File: src/rtl/vfd_tim_pkg.sv
package vfd_tim_pkg;
  // Limit a requested on-count to the largest allowed value.
  function automatic int unsigned limit_on(int unsigned req, int unsigned on_max);
    return (req > on_max) ? on_max : req;
  endfunction

  // Turn a requested pair count into the index of the final slot.
  function automatic int unsigned final_slot(int unsigned req, int unsigned max_pairs);
    if (req == 0) return 0;
    if (req > max_pairs) return max_pairs - 1;
    return req - 1;
  endfunction
endpackage

File: src/rtl/vfd_slot_timer.sv
module vfd_slot_timer #(
  parameter int SLOT_LEN = 1024,
  localparam int SLOT_W = $clog2(SLOT_LEN)
) (
  input  logic              clk,
  input  logic              rst_n,
  output logic [SLOT_W-1:0] offset,
  output logic              slot_first,
  output logic              slot_last
);
  assign slot_first = (offset == '0);
  assign slot_last  = (offset == SLOT_W'(SLOT_LEN - 1));

  always_ff @(posedge clk or negedge rst_n) begin
    if (!rst_n)         offset <= '0;
    else if (slot_last) offset <= '0;
    else                offset <= offset + 1'b1;
  end
endmodule

File: src/rtl/vfd_pair_seq.sv
module vfd_pair_seq #(
  parameter int MAX_PAIRS = 16,
  localparam int IDX_W = $clog2(MAX_PAIRS),
  localparam int PC_W  = $clog2(MAX_PAIRS + 1)
) (
  input  logic             clk,
  input  logic             rst_n,
  input  logic             slot_last,
  input  logic             cyc_start,
  input  logic [PC_W-1:0]  pair_req,
  output logic [IDX_W-1:0] idx,
  output logic             on_final
);
  import vfd_tim_pkg::*;

  logic [IDX_W-1:0] final_q;
  logic [IDX_W-1:0] final_live;
  logic [IDX_W-1:0] final_eff;

  assign final_live = IDX_W'(final_slot(int'(pair_req), MAX_PAIRS));
  assign final_eff  = cyc_start ? final_live : final_q;
  assign on_final   = (idx == final_eff);

  always_ff @(posedge clk or negedge rst_n) begin
    if (!rst_n) begin
      final_q <= '0;
      idx     <= '0;
    end else begin
      if (cyc_start) final_q <= final_live;
      if (slot_last) idx <= on_final ? '0 : idx + 1'b1;
    end
  end
endmodule

File: src/rtl/vfd_duty_gen.sv
module vfd_duty_gen #(
  parameter int SLOT_LEN = 1024,
  parameter int ON_MAX   = 976,
  parameter int DIM_W    = 10,
  localparam int SLOT_W = $clog2(SLOT_LEN)
) (
  input  logic              clk,
  input  logic              rst_n,
  input  logic              cyc_start,
  input  logic [DIM_W-1:0]  dim_req,
  input  logic [SLOT_W-1:0] offset,
  output logic              pulse
);
  import vfd_tim_pkg::*;

  logic [DIM_W-1:0] on_q;
  logic [DIM_W-1:0] on_live;
  logic [DIM_W-1:0] on_eff;

  assign on_live = DIM_W'(limit_on(int'(dim_req), ON_MAX));
  assign on_eff  = cyc_start ? on_live : on_q;
  assign pulse   = 32'(offset) < 32'(on_eff);

  always_ff @(posedge clk or negedge rst_n) begin
    if (!rst_n)         on_q <= '0;
    else if (cyc_start) on_q <= on_live;
  end
endmodule

File: src/rtl/vfd_duty_timer.sv
module vfd_duty_timer #(
  parameter int SLOT_LEN  = 1024,
  parameter int ON_MAX    = 976,
  parameter int MAX_PAIRS = 16,
  parameter int DIM_W     = 10,
  localparam int SLOT_W = $clog2(SLOT_LEN),
  localparam int IDX_W  = $clog2(MAX_PAIRS),
  localparam int PC_W   = $clog2(MAX_PAIRS + 1)
) (
  input  logic             clk,
  input  logic             rst_n,
  input  logic [DIM_W-1:0] dim_level,
  input  logic [PC_W-1:0]  pair_count,
  output logic             duty,
  output logic             slot_stb,
  output logic [IDX_W-1:0] pair_idx,
  output logic             cycle_done
);
  logic [SLOT_W-1:0] offset;
  logic              slot_first;
  logic              slot_last;
  logic              cyc_start;
  logic              on_final;
  logic              pulse;
  logic [IDX_W-1:0]  idx;

  vfd_slot_timer #(.SLOT_LEN(SLOT_LEN)) u_slot (
    .clk(clk), .rst_n(rst_n), .offset(offset),
    .slot_first(slot_first), .slot_last(slot_last)
  );

  vfd_pair_seq #(.MAX_PAIRS(MAX_PAIRS)) u_seq (
    .clk(clk), .rst_n(rst_n), .slot_last(slot_last), .cyc_start(cyc_start),
    .pair_req(pair_count), .idx(idx), .on_final(on_final)
  );

  assign cyc_start = slot_first && (idx == '0);

  vfd_duty_gen #(.SLOT_LEN(SLOT_LEN), .ON_MAX(ON_MAX), .DIM_W(DIM_W)) u_duty (
    .clk(clk), .rst_n(rst_n), .cyc_start(cyc_start), .dim_req(dim_level),
    .offset(offset), .pulse(pulse)
  );

  assign duty       = rst_n && pulse;
  assign slot_stb   = rst_n && slot_first;
  assign pair_idx   = idx;
  assign cycle_done = rst_n && slot_last && on_final;
endmodule

File: config.mk
export PLATFORM = sky130hd
export DESIGN_NAME = vfd_duty_timer
export DESIGN_NICKNAME = d
export VERILOG_FILES = /design/src/rtl/vfd_tim_pkg.sv /design/src/rtl/vfd_slot_timer.sv /design/src/rtl/vfd_pair_seq.sv /design/src/rtl/vfd_duty_gen.sv /design/src/rtl/vfd_duty_timer.sv
export SDC_FILE = /design/constraint.sdc
export NUM_CORES = 1
export LEC_CHECK = 0
export ABC_CLOCK_PERIOD_IN_PS = 5700
export BUFFER_PORTS_ARGS = -buffer_cell sky130_fd_sc_hd__buf_2
export CORE_MARGIN = 10
export CORE_UTILIZATION = 30
export CTS_BUF_LIST = sky130_fd_sc_hd__clkbuf_8 sky130_fd_sc_hd__clkbuf_16
export DETAILED_ROUTE_END_ITERATION = 12
export GPL_TIMING_DRIVEN = 1
export HOLD_SLACK_MARGIN = 0.06
export PLACE_DENSITY = 0.55
export SETUP_SLACK_MARGIN = 0.3
export SLEW_MARGIN = 40
export SYNTH_ARGS = -nofsm -noshare
export SYNTH_HDL_FRONTEND = slang
export SYNTH_HIERARCHICAL = 1
export SYNTH_SLANG_ARGS = --single-unit
File: constraint.sdc
create_clock -name clk -period 5.7 [get_ports clk]
set_clock_uncertainty 0.05 [all_clocks]
set_input_delay 1.71 -clock clk [delete_from_list [all_inputs] [get_ports clk]]
set_output_delay 1.71 -clock clk [all_outputs]
set_load 0.01 [all_outputs]
==> results of run 1 <==
## cell type report
cell class,instances,area share (%)
clock inverter,1,1.26
tap,75,3.94
inverter,24,3.78
timing repair buffer,37,11.0
sequential,28,29.5
clock buffer,3,1.73
multi-input combinational,142,48.8
## per-layer routing
metal / wire length (um) / up-vias / share of wire [%] / global-route usage, %
met5: 0 / - / 0 / 0
met4: 44 / 0 / 1.0 / 3.31
met3: 100 / 2 / 2.3 / 1.47
met2: 2210 / 15 / 51 / 14.5
met1: 1980 / 707 / 46 / 11.0
li1: - / 773 / - / -
## worst max-delay path by stage
stage	from	endpoint	slack (ns)	depth (start not counted)
6_report	dim_level[8]	duty	0.39	12
5_1_grt	dim_level[8]	duty	0.24	12
4_1_cts	u_slot/offset[0]	duty	0.31	18
3_5_place_dp	dim_level[6]	duty	0.33	12
3_3_place_gp	pair_count[0]	cycle_done	0.36	9
2_1_floorplan	dim_level[6]	duty	0.71	10
## synth_stat cells, drive strengths merged, types with 2 or more instances
master,count
or2,2
a41oi,2
dfrtp,28
a21oi,7
a21o,2
nor3,8
nand2b,10
buf,3
nor4,4
nand3b,2
nor2,19
and2,2
o221ai,2
inv,24
mux2i,2
a211oi,4
nand3,7
xnor2,2
o22a,3
nor2b,2
nand4,2
xor2,4
o2bb2ai,2
ha,14
o21ai,6
mux2,2
nand2,15
and3,2
## repair_timing
action | 4_1_cts | 5_1_grt
resized for setup | 7 | 15
setup buffers | 6 | 5
pin swaps | 4 | 12
cloned | 1 | 0
setup endpoints to repair | 2 | 2
## per-stage QoR
step / util (%) / total power, mW
6_report: 40.0 / 0.379
5_1_grt: 40.0 / 0.397
4_1_cts: 37.9 / 0.383
3_5_place_dp: 34.8 / 0.224
3_3_place_gp: 34.8 / 0.224
2_1_floorplan: - / 0.210
## worst min-delay path: cells and delay by family, from the launching register on
family	cells	cell delay, ns
multiplexers	1	0.09
flip-flops	1	0.33
buffers and inverters	1	0.06
## state kept, by name, summed over array words and instances (netlist names)
register       count
u_slot/offset     10
u_seq/idx          4
u_duty/on_q       10
u_seq/final_q      4
## cells by family after synthesis
logic type / synth area share (%)
buf+inv: 6.15
xor+xnor: 3.25
flops: 37.9
mux: 2.30
simple gates: 24.4
compound gates: 16.6
fa+ha+maj: 9.47
## power by group through the flow
| stage | Sequential [mW] | Clock (mW) | Combinational (mW) |
|---|---|---|---|
| after floorplan | 0.202 | 0 | 0.00736 |
| after global placement | 0.202 | 0 | 0.0214 |
| after detailed placement | 0.202 | 0 | 0.0215 |
| after CTS | 0.198 | 0.163 | 0.0217 |
| after global routing | 0.199 | 0.171 | 0.0268 |
| final | 0.198 | 0.156 | 0.0240 |
==> impl_results.md, run 1 <==
- Register area share after synthesis: 37.9%
- Setup crit start kind: input port
- Hold_ws: 0.456 ns
- Sequential cell area: 702 sq um
- VDD IR-drop max: 142 uV
- Post-Synthesis Net Count: 228
- Worst r2r src: u_slot/offset[0]
- Yosys warns: 6
- Total track usage: 8.73%
- Placed cell count: 294
- Tmin final: 5.31 ns
- Final setup violation count: 0
- Power share of the clock group: 41.3%
- Hold worst-path end: u_duty/on_q[6]
- Cts bufs inserted: 3
- CTS Buffer Depth: 2
- Pint: 0.303 mW
- DR DRC count: 0
- CTS tree: yes
- Leakage dissipation: 1.11 nW
- Mapped Cells: 197
- Most common cell after layout, fill and taps aside: dfrtp_1
- Worst Path Arrival: 3.55 ns
- RSZ-0062 raised after global routing: no
- Detail Route Antenna Nets: 0
- # rows: 28
- Clk sink count: 28
- Ports: 24
- Worst setup path category: input port to primary output
- Min-Delay Path Class: register to register
- Sw power: 0.0763 mW
- Synth Cell Area: 1850 sq um
- Max Clk Rate: 188 MHz
- Vias in the first global route: 1,519
- Worst hold path cell count: 2
- PD cells: 159 nW/um^2
- Critical path peak fanout: 3
- Core area: 5960 sq um
- Number of synthesized flops with an enable pin: 0
- N_diodes: 0
- Initial DRC Count: 49
- Drt pass-1 iters: 4
- Max cap viols: 0
- IO buf count: 23
- Seq pwr share: 52.4%
- FF+latch count, synth: 28
- Area grow syn2layout: 28.7%
- Vias: 1,497
- Primary FF master, synth: dfrtp_1
- Die Area: 9710 sq um
- Worst r2r dst: u_seq/idx[1]
- Pin count of the biggest net entering global routing: 20
- Setup TNS: 0 ns
- Critical-path cell list: buf_2, nand4_1, nor2_1, nor2_1, a21o_1, ha_1, nand2_1, o21ai_1, a221o_1, a31oi_1, and2_1, buf_2
- Combinational Power Share: 6.3%
- Post-route setup slack: 0.391 ns
- Outcome: finished, final reports clean
- Layout cells sized above 1: 29.8%
- Commonest cells after routing, fill and taps aside: 27 x dfrtp_1, 24 x inv_1, 23 x buf_2
- CP max stage delay: 0.32 ns
- Top post-synthesis cells by area: dfrtp_1 38%, ha_1 9.5%, inv_1 4.9%
- Max Slew Vio Count: 0
- Reg2reg setup slack: 2.65 ns
- Average cell area after synthesis: 9.39 sq um
- Slew margin rel.: 52.6%
- CTS clock-pin slew for the worst setup and hold paths: 0.10 ns
- Final Hold Viols: 0
- Hold path start: u_duty/on_q[6]
- Sw frac: 20.1%
- Count of different cell masters after synthesis: 58
- Placed instance area: 2070 sq um
- Per-cell routed wire length: 14.0 um
- Initial Util: 31.1%
- Final period util: 93.1%
- H-tree levels: 1
- Critical Path RT: 3.94 ns
- Multi-input gate area in the final layout: 1160 sq um
- Die Width: 98.5 um
- FFs w/ async S/R, synth: 100%
- Post-synth top area share: 37.9%
- Slew @ Worst Pin: 0.706 ns
- Initial antenna violation count: 0
- Setup crit end kind: primary output
- First-pass GRT wire length: 7250 um
- Die Ht: 98.5 um
- Clk_lat worst skew: 0.27 ns
- Clock Root Buffer: clkbuf_8
- CP bufs+invs: 2
- Post-DP HPWL: 2990 um
- Grt total ovfl: 0
- Final GP Congestion: 0.780
- Finished Cell Area: 2380 sq um
- Critical path's top delay family: compound AO/OA/AOI/OAI gates
- Final layout net count: 267
- Via/cell ratio: 4.83
- Post-Route WL: 4330 um
- CP max-delay cell: a221o_1
- R2R depth: 16
- Pre-CTS setup slack: 0.326 ns
- Hold-fix buffers, CTS: 0
- Cell taking the most area after synthesis: dfrtp_1
- Filler instances: 603
- Post-route non-filler standard cell count: 310
No activity file was read; power rests on OpenSTA's default activity.
==> run 2: changes to the inputs <==
--- a/constraint.sdc
+++ b/constraint.sdc
@@ -3,3 +3,3 @@
 set_input_delay 1.71 -clock clk [delete_from_list [all_inputs] [get_ports clk]]
 set_output_delay 1.71 -clock clk [all_outputs]
-set_load 0.01 [all_outputs]
+set_load 0.02 [all_outputs]
==> run 2 against run 1 <==
Net effect:
- sequential power about the same
- global-route usage up 0.49 points
- first-iteration DRC count up 20%
- hold slack better by 0.0030 ns
- largest power group unchanged
- highest routed layer unchanged
==> impl_results.md, run 2 (synthesis gave the netlist of run 1 again) <==
- Outcome: finished, final reports clean
- CTS Buffer Depth: 2
- Layout cells sized above 1: 34.0%
- Initial antenna violation count: 0
- Ports: 24
- Critical Path RT: 3.94 ns
- Min-Delay Path Class: register to register
- CP bufs+invs: 2
- Final layout net count: 270
- Post-route setup slack: 0.372 ns
- N_diodes: 0
- RSZ-0062 raised after global routing: yes
- Pin count of the biggest net entering global routing: 20
- Finished Cell Area: 2470 sq um
- Clock Root Buffer: clkbuf_8
- First-pass GRT wire length: 7520 um
- Max Clk Rate: 188 MHz
- Worst Path Arrival: 3.57 ns
- Most frequent CP cell: nor2_1
- CTS tree: yes
- # rows: 28
- Drt pass-1 iters: 4
- Setup TNS: 0 ns
- Die Area: 9710 sq um
- Final period util: 93.5%
- Leakage dissipation: 1.14 nW
- Tmin final: 5.33 ns
- Slew @ Worst Pin: 0.717 ns
- Final Hold Viols: 0
- Critical path peak fanout: 3
- Critical path's top delay family: compound AO/OA/AOI/OAI gates
- Post-Route WL: 4640 um
- Biggest registers after layout: u_duty/on_q x10, u_slot/offset x10
- Commonest cells after routing, fill and taps aside: 27 x dfrtp_1, 21 x buf_2, 20 x inv_1
- Per-cell routed wire length: 14.8 um
- Grt total ovfl: 0
- Cts bufs inserted: 3
- VDD IR-drop max: 96.3 uV
- Vias: 1,526
- Final GP Congestion: 0.778
- Setup crit end kind: primary output
- Final setup violation count: 0
- H-tree levels: 1
- CP max stage delay: 0.30 ns
- Clk_lat worst skew: 0.28 ns
- Slew margin rel.: 51.9%
- Detail Route Antenna Nets: 0
- Via/cell ratio: 4.88
- Vias in the first global route: 1,545
- Area grow syn2layout: 33.6%
- Core area: 5960 sq um
- Max cap viols: 0
- CP max-delay cell: a221o_1
- Worst setup path category: input port to primary output
- Total track usage: 9.22%
- Most common cell after layout, fill and taps aside: dfrtp_1
- Initial Util: 31.1%
- Post-DP HPWL: 3030 um
- Clk sink count: 28
- Initial DRC Count: 59
- Pre-CTS setup slack: 0.302 ns
- Critical-path cell list: buf_2, nand4_1, nor2_1, nor2_1, a21o_1, ha_1, nand2_1, o21ai_1, a221o_1, a31oi_1, and2_1, buf_6
- CTS clock-pin slew for the worst setup and hold paths: 0.10 ns
- DR DRC count: 0
- IO buf count: 23
- Die Width: 98.5 um
- Die Ht: 98.5 um
- Setup crit start kind: input port
- Placed instance area: 2080 sq um
- Max Slew Vio Count: 0
- PD cells: 141 nW/um^2
## run 2: cell types whose count changed in the layout (fill, tap and decap cells not counted), moves of 2 or more
cell	delta
inv_1	-4
ha_4	+4
ha_1	-4
buf_6	+2
buf_2	-2
inv_2	+4
## run 2: area by class of cell
class | instances | area, sq um
flip-flops and latches | 28 | 702
clock buffers | 4 | 55.1
multi-input cells | 142 | 1210
repair buffers | 40 | 324
well taps | 75 | 93.8
inverters | 24 | 90.1
fillers | 594 | 3480
## run 2: worst register-to-register path, delay by kind of cell, from the launching register on
family                   cells  cell delay, ns
AND/OR/NAND/NOR              6            0.85
adder cells (fa/ha/maj)      1            0.13
AO/OA/AOI/OAI                5            0.74
buffers and inverters        6            0.84
flip-flops                   1            0.43
## run 2: routing by layer
metal	global-route usage, %	wire [um]	vias up	part of all wire (%)
li1	-	-	773	-
met1	11.6	2100	726	45
met2	14.9	2320	22	50
met3	2.09	161	5	3.5
met4	3.64	63	0	1.4
met5	0	0	-	0
## run 2: power breakdown
group / internal [mW] / leakage [nW] / switching [mW]
sequential: 0.198 / 0.319 / 0
combinational: 0.00994 / 0.793 / 0.0137
clock: 0.0620 / 0.0288 / 0.0634
## run 2: timing repair
action	in CTS	in global routing
resized for setup	24	12
cloned	2	0
pin swaps	7	15
buffers inserted	10	2
endpoints found under the setup margin	1	2
hold buffers	0	0
## run 2: stage by stage
| stage | std cells | util (%) | hold WS, ns | total power, mW |
|---|---|---|---|---|
| final | 313 | 41.5 | 0.459 | 0.347 |
| after global routing | 313 | 41.5 | 0.471 | 0.366 |
| after CTS | 311 | 40.0 | 0.457 | 0.353 |
| after detailed placement | 295 | 34.9 | 0.433 | 0.224 |
| after global placement | 295 | 34.9 | 0.436 | 0.224 |
| after floorplan | 197 | - | 0.402 | 0.210 |
## run 2: worst paths after layout
path                                  start          endpoint  slack [ns]  depth (start not counted)
setup / recovery               dim_level[7]              duty        0.37                         12
hold / removal               u_duty/on_q[7]    u_duty/on_q[7]        0.46                          1
setup reg to reg           u_slot/offset[0]      u_seq/idx[1]        2.57                         18
hold reg to reg              u_duty/on_q[7]    u_duty/on_q[7]        0.46                          1
max in group asynchronous             rst_n  u_slot/offset[0]        3.74                          2
min in group asynchronous             rst_n  u_slot/offset[6]        1.30                          1
==> run 3: changes to the inputs <==
Settings changed: CTS_BUF_LIST sky130_fd_sc_hd__clkbuf_8 sky130_fd_sc_hd__clkbuf_16 to sky130_fd_sc_hd__clkbuf_2.
==> run 3 against run 2 <==
Net effect:
- sequential power about the same
- critical endpoint unchanged
- via count grew 0.92%
- worst setup slack worse by 0.041 ns
- clock power decreased by 41%
- highest routed layer unchanged
- sequential cell count did not move
- hold slack better by 0.029 ns
- combinational power shrank 3%
==> impl_results.md, run 3 (synthesis gave the netlist of run 1 again) <==
- First-pass GRT wire length: 7370 um
- N_diodes: 0
- H-tree levels: 1
- CTS tree: yes
- Die Width: 98.5 um
- Tmin final: 5.37 ns
- CTS Buffer Depth: 2
- Via/cell ratio: 4.84
- Initial Util: 31.1%
- Hold_ws: 0.488 ns
- Area grow syn2layout: 33.9%
- Final Hold Viols: 0
- Layout cells sized above 1: 34.2%
- Slew margin rel.: 51.4%
- Cts bufs inserted: 3
- Setup crit start kind: register
- Vias in the first global route: 1,502
- Clock Root Buffer: clkbuf_2
- Post-DP HPWL: 3030 um
- PD cells: 119 nW/um^2
- Slew @ Worst Pin: 0.724 ns
- Min-Delay Path Class: register to register
- Initial DRC Count: 64
- Leakage dissipation: 1.15 nW
- Final period util: 94.2%
- IO buf count: 23
- Die Ht: 98.5 um
- Per-cell routed wire length: 13.9 um
- Setup TNS: 0 ns
- Drt pass-1 iters: 5
- Critical Path RT: 3.94 ns
- CP max stage delay: 0.48 ns
- Vias: 1,540
- DR DRC count: 0
- Clk sink count: 28
- Pre-CTS setup slack: 0.302 ns
- Final GP Congestion: 0.778
- VDD IR-drop max: 58.9 uV
- Worst Path Arrival: 3.61 ns
- Max Clk Rate: 186 MHz
- Max Slew Vio Count: 0
- Die Area: 9710 sq um
- Final setup violation count: 0
- Clk_lat worst skew: 0.36 ns
- Ports: 24
- Post-route setup slack: 0.331 ns
- Worst setup path category: register to primary output
- Total track usage: 8.94%
- Pin count of the biggest net entering global routing: 20
- CTS clock-pin slew for the worst setup and hold paths: 0.26 ns
- Final layout net count: 275
- Placed cell count: 295
- Biggest registers after layout: u_duty/on_q x10, u_slot/offset x10
- Setup crit end kind: primary output
- Outcome: finished, final reports clean
- Post-Route WL: 4410 um
- Detail Route Antenna Nets: 0
- Critical path peak fanout: 5
- Fin util: 41.6%
- Initial antenna violation count: 0
- Core area: 5960 sq um
- CP max-delay cell: dfrtp_2
- Post-route non-filler standard cell count: 318
- RSZ-0062 raised after global routing: yes
- Critical-path cell list: inv_2, ha_4, nor4b_4, nand2_1, nor4_2, buf_4, nand2b_4, nor4_4, buf_6, buf_12, mux2_4, inv_2, ha_4, and4_1, a221o_1, a31oi_1, and2_1, buf_6
- Max cap viols: 0
- Grt total ovfl: 0
- Commonest cells after routing, fill and taps aside: 27 x dfrtp_1, 21 x buf_2, 20 x inv_1
- Most common cell after layout, fill and taps aside: dfrtp_1
- # rows: 28
[run 3: per-layer routing]
layer / track usage, % / share of wire [%] / wire length, um / vias up
met4: 2.98 / 1.2 / 51 / 0
li1: - / - / - / 789
met5: 0 / 0 / 0 / -
met2: 14.7 / 49 / 2170 / 15
met3: 1.68 / 3.3 / 144 / 4
met1: 11.4 / 46 / 2050 / 732
[run 3: area by class of cell]
class                   count  area [sq um]
fillers                   596          3480
multi-input cells         142          1210
flip-flops and latches     28           702
repair buffers             45           364
well taps                  75          93.8
inverters                  24          90.1
clock buffers               3          15.0
clock inverters             1          3.75
[run 3: stage by stage]
| stage | instance area [sq um] | power (mW) |
|---|---|---|
| floorplan | 1850 | 0.210 |
| global placement | 2080 | 0.224 |
| detailed placement | 2080 | 0.224 |
| CTS | 2370 | 0.303 |
| global route | 2480 | 0.312 |
| finish | 2480 | 0.296 |
[run 3: path summary, 6_finish.rpt]
kind,from,to,slack [ns],cells after the start
hold reg to reg,u_duty/on_q[7],u_duty/on_q[7],0.49,1
hold / removal,u_duty/on_q[7],u_duty/on_q[7],0.49,1
setup reg to reg,u_slot/offset[0],u_seq/idx[1],2.53,19
setup / recovery,u_slot/offset[0],duty,0.33,18
max in group asynchronous,rst_n,u_slot/offset[0],3.89,2
min in group asynchronous,rst_n,u_slot/offset[6],1.18,1
[run 3: repair_timing]
action,CTS,global route
buffers inserted,11,6
resized for setup,27,10
gates cloned,2,0
hold buffers,0,0
setup endpoints to repair,2,2
pin swaps,8,13
[run 3: worst max-delay path: cells and delay by family (launching register included)]
family,cells,cell delay [ns]
AND/OR/NAND/NOR,7,0.94
adder cells (fa/ha/maj),2,0.31
AO/OA/AOI/OAI,2,0.46
multiplexers,1,0.31
buffers and inverters,6,0.75
flip-flops,1,0.48
[run 3: where the power goes]
group | leakage, nW | switching, mW | internal, mW | total (mW)
Sequential | 0.319 | 0 | 0.199 | 0.199
Clock | 0.0140 | 0.0586 | 0.0152 | 0.0738
Combinational | 0.817 | 0.0134 | 0.00959 | 0.0230
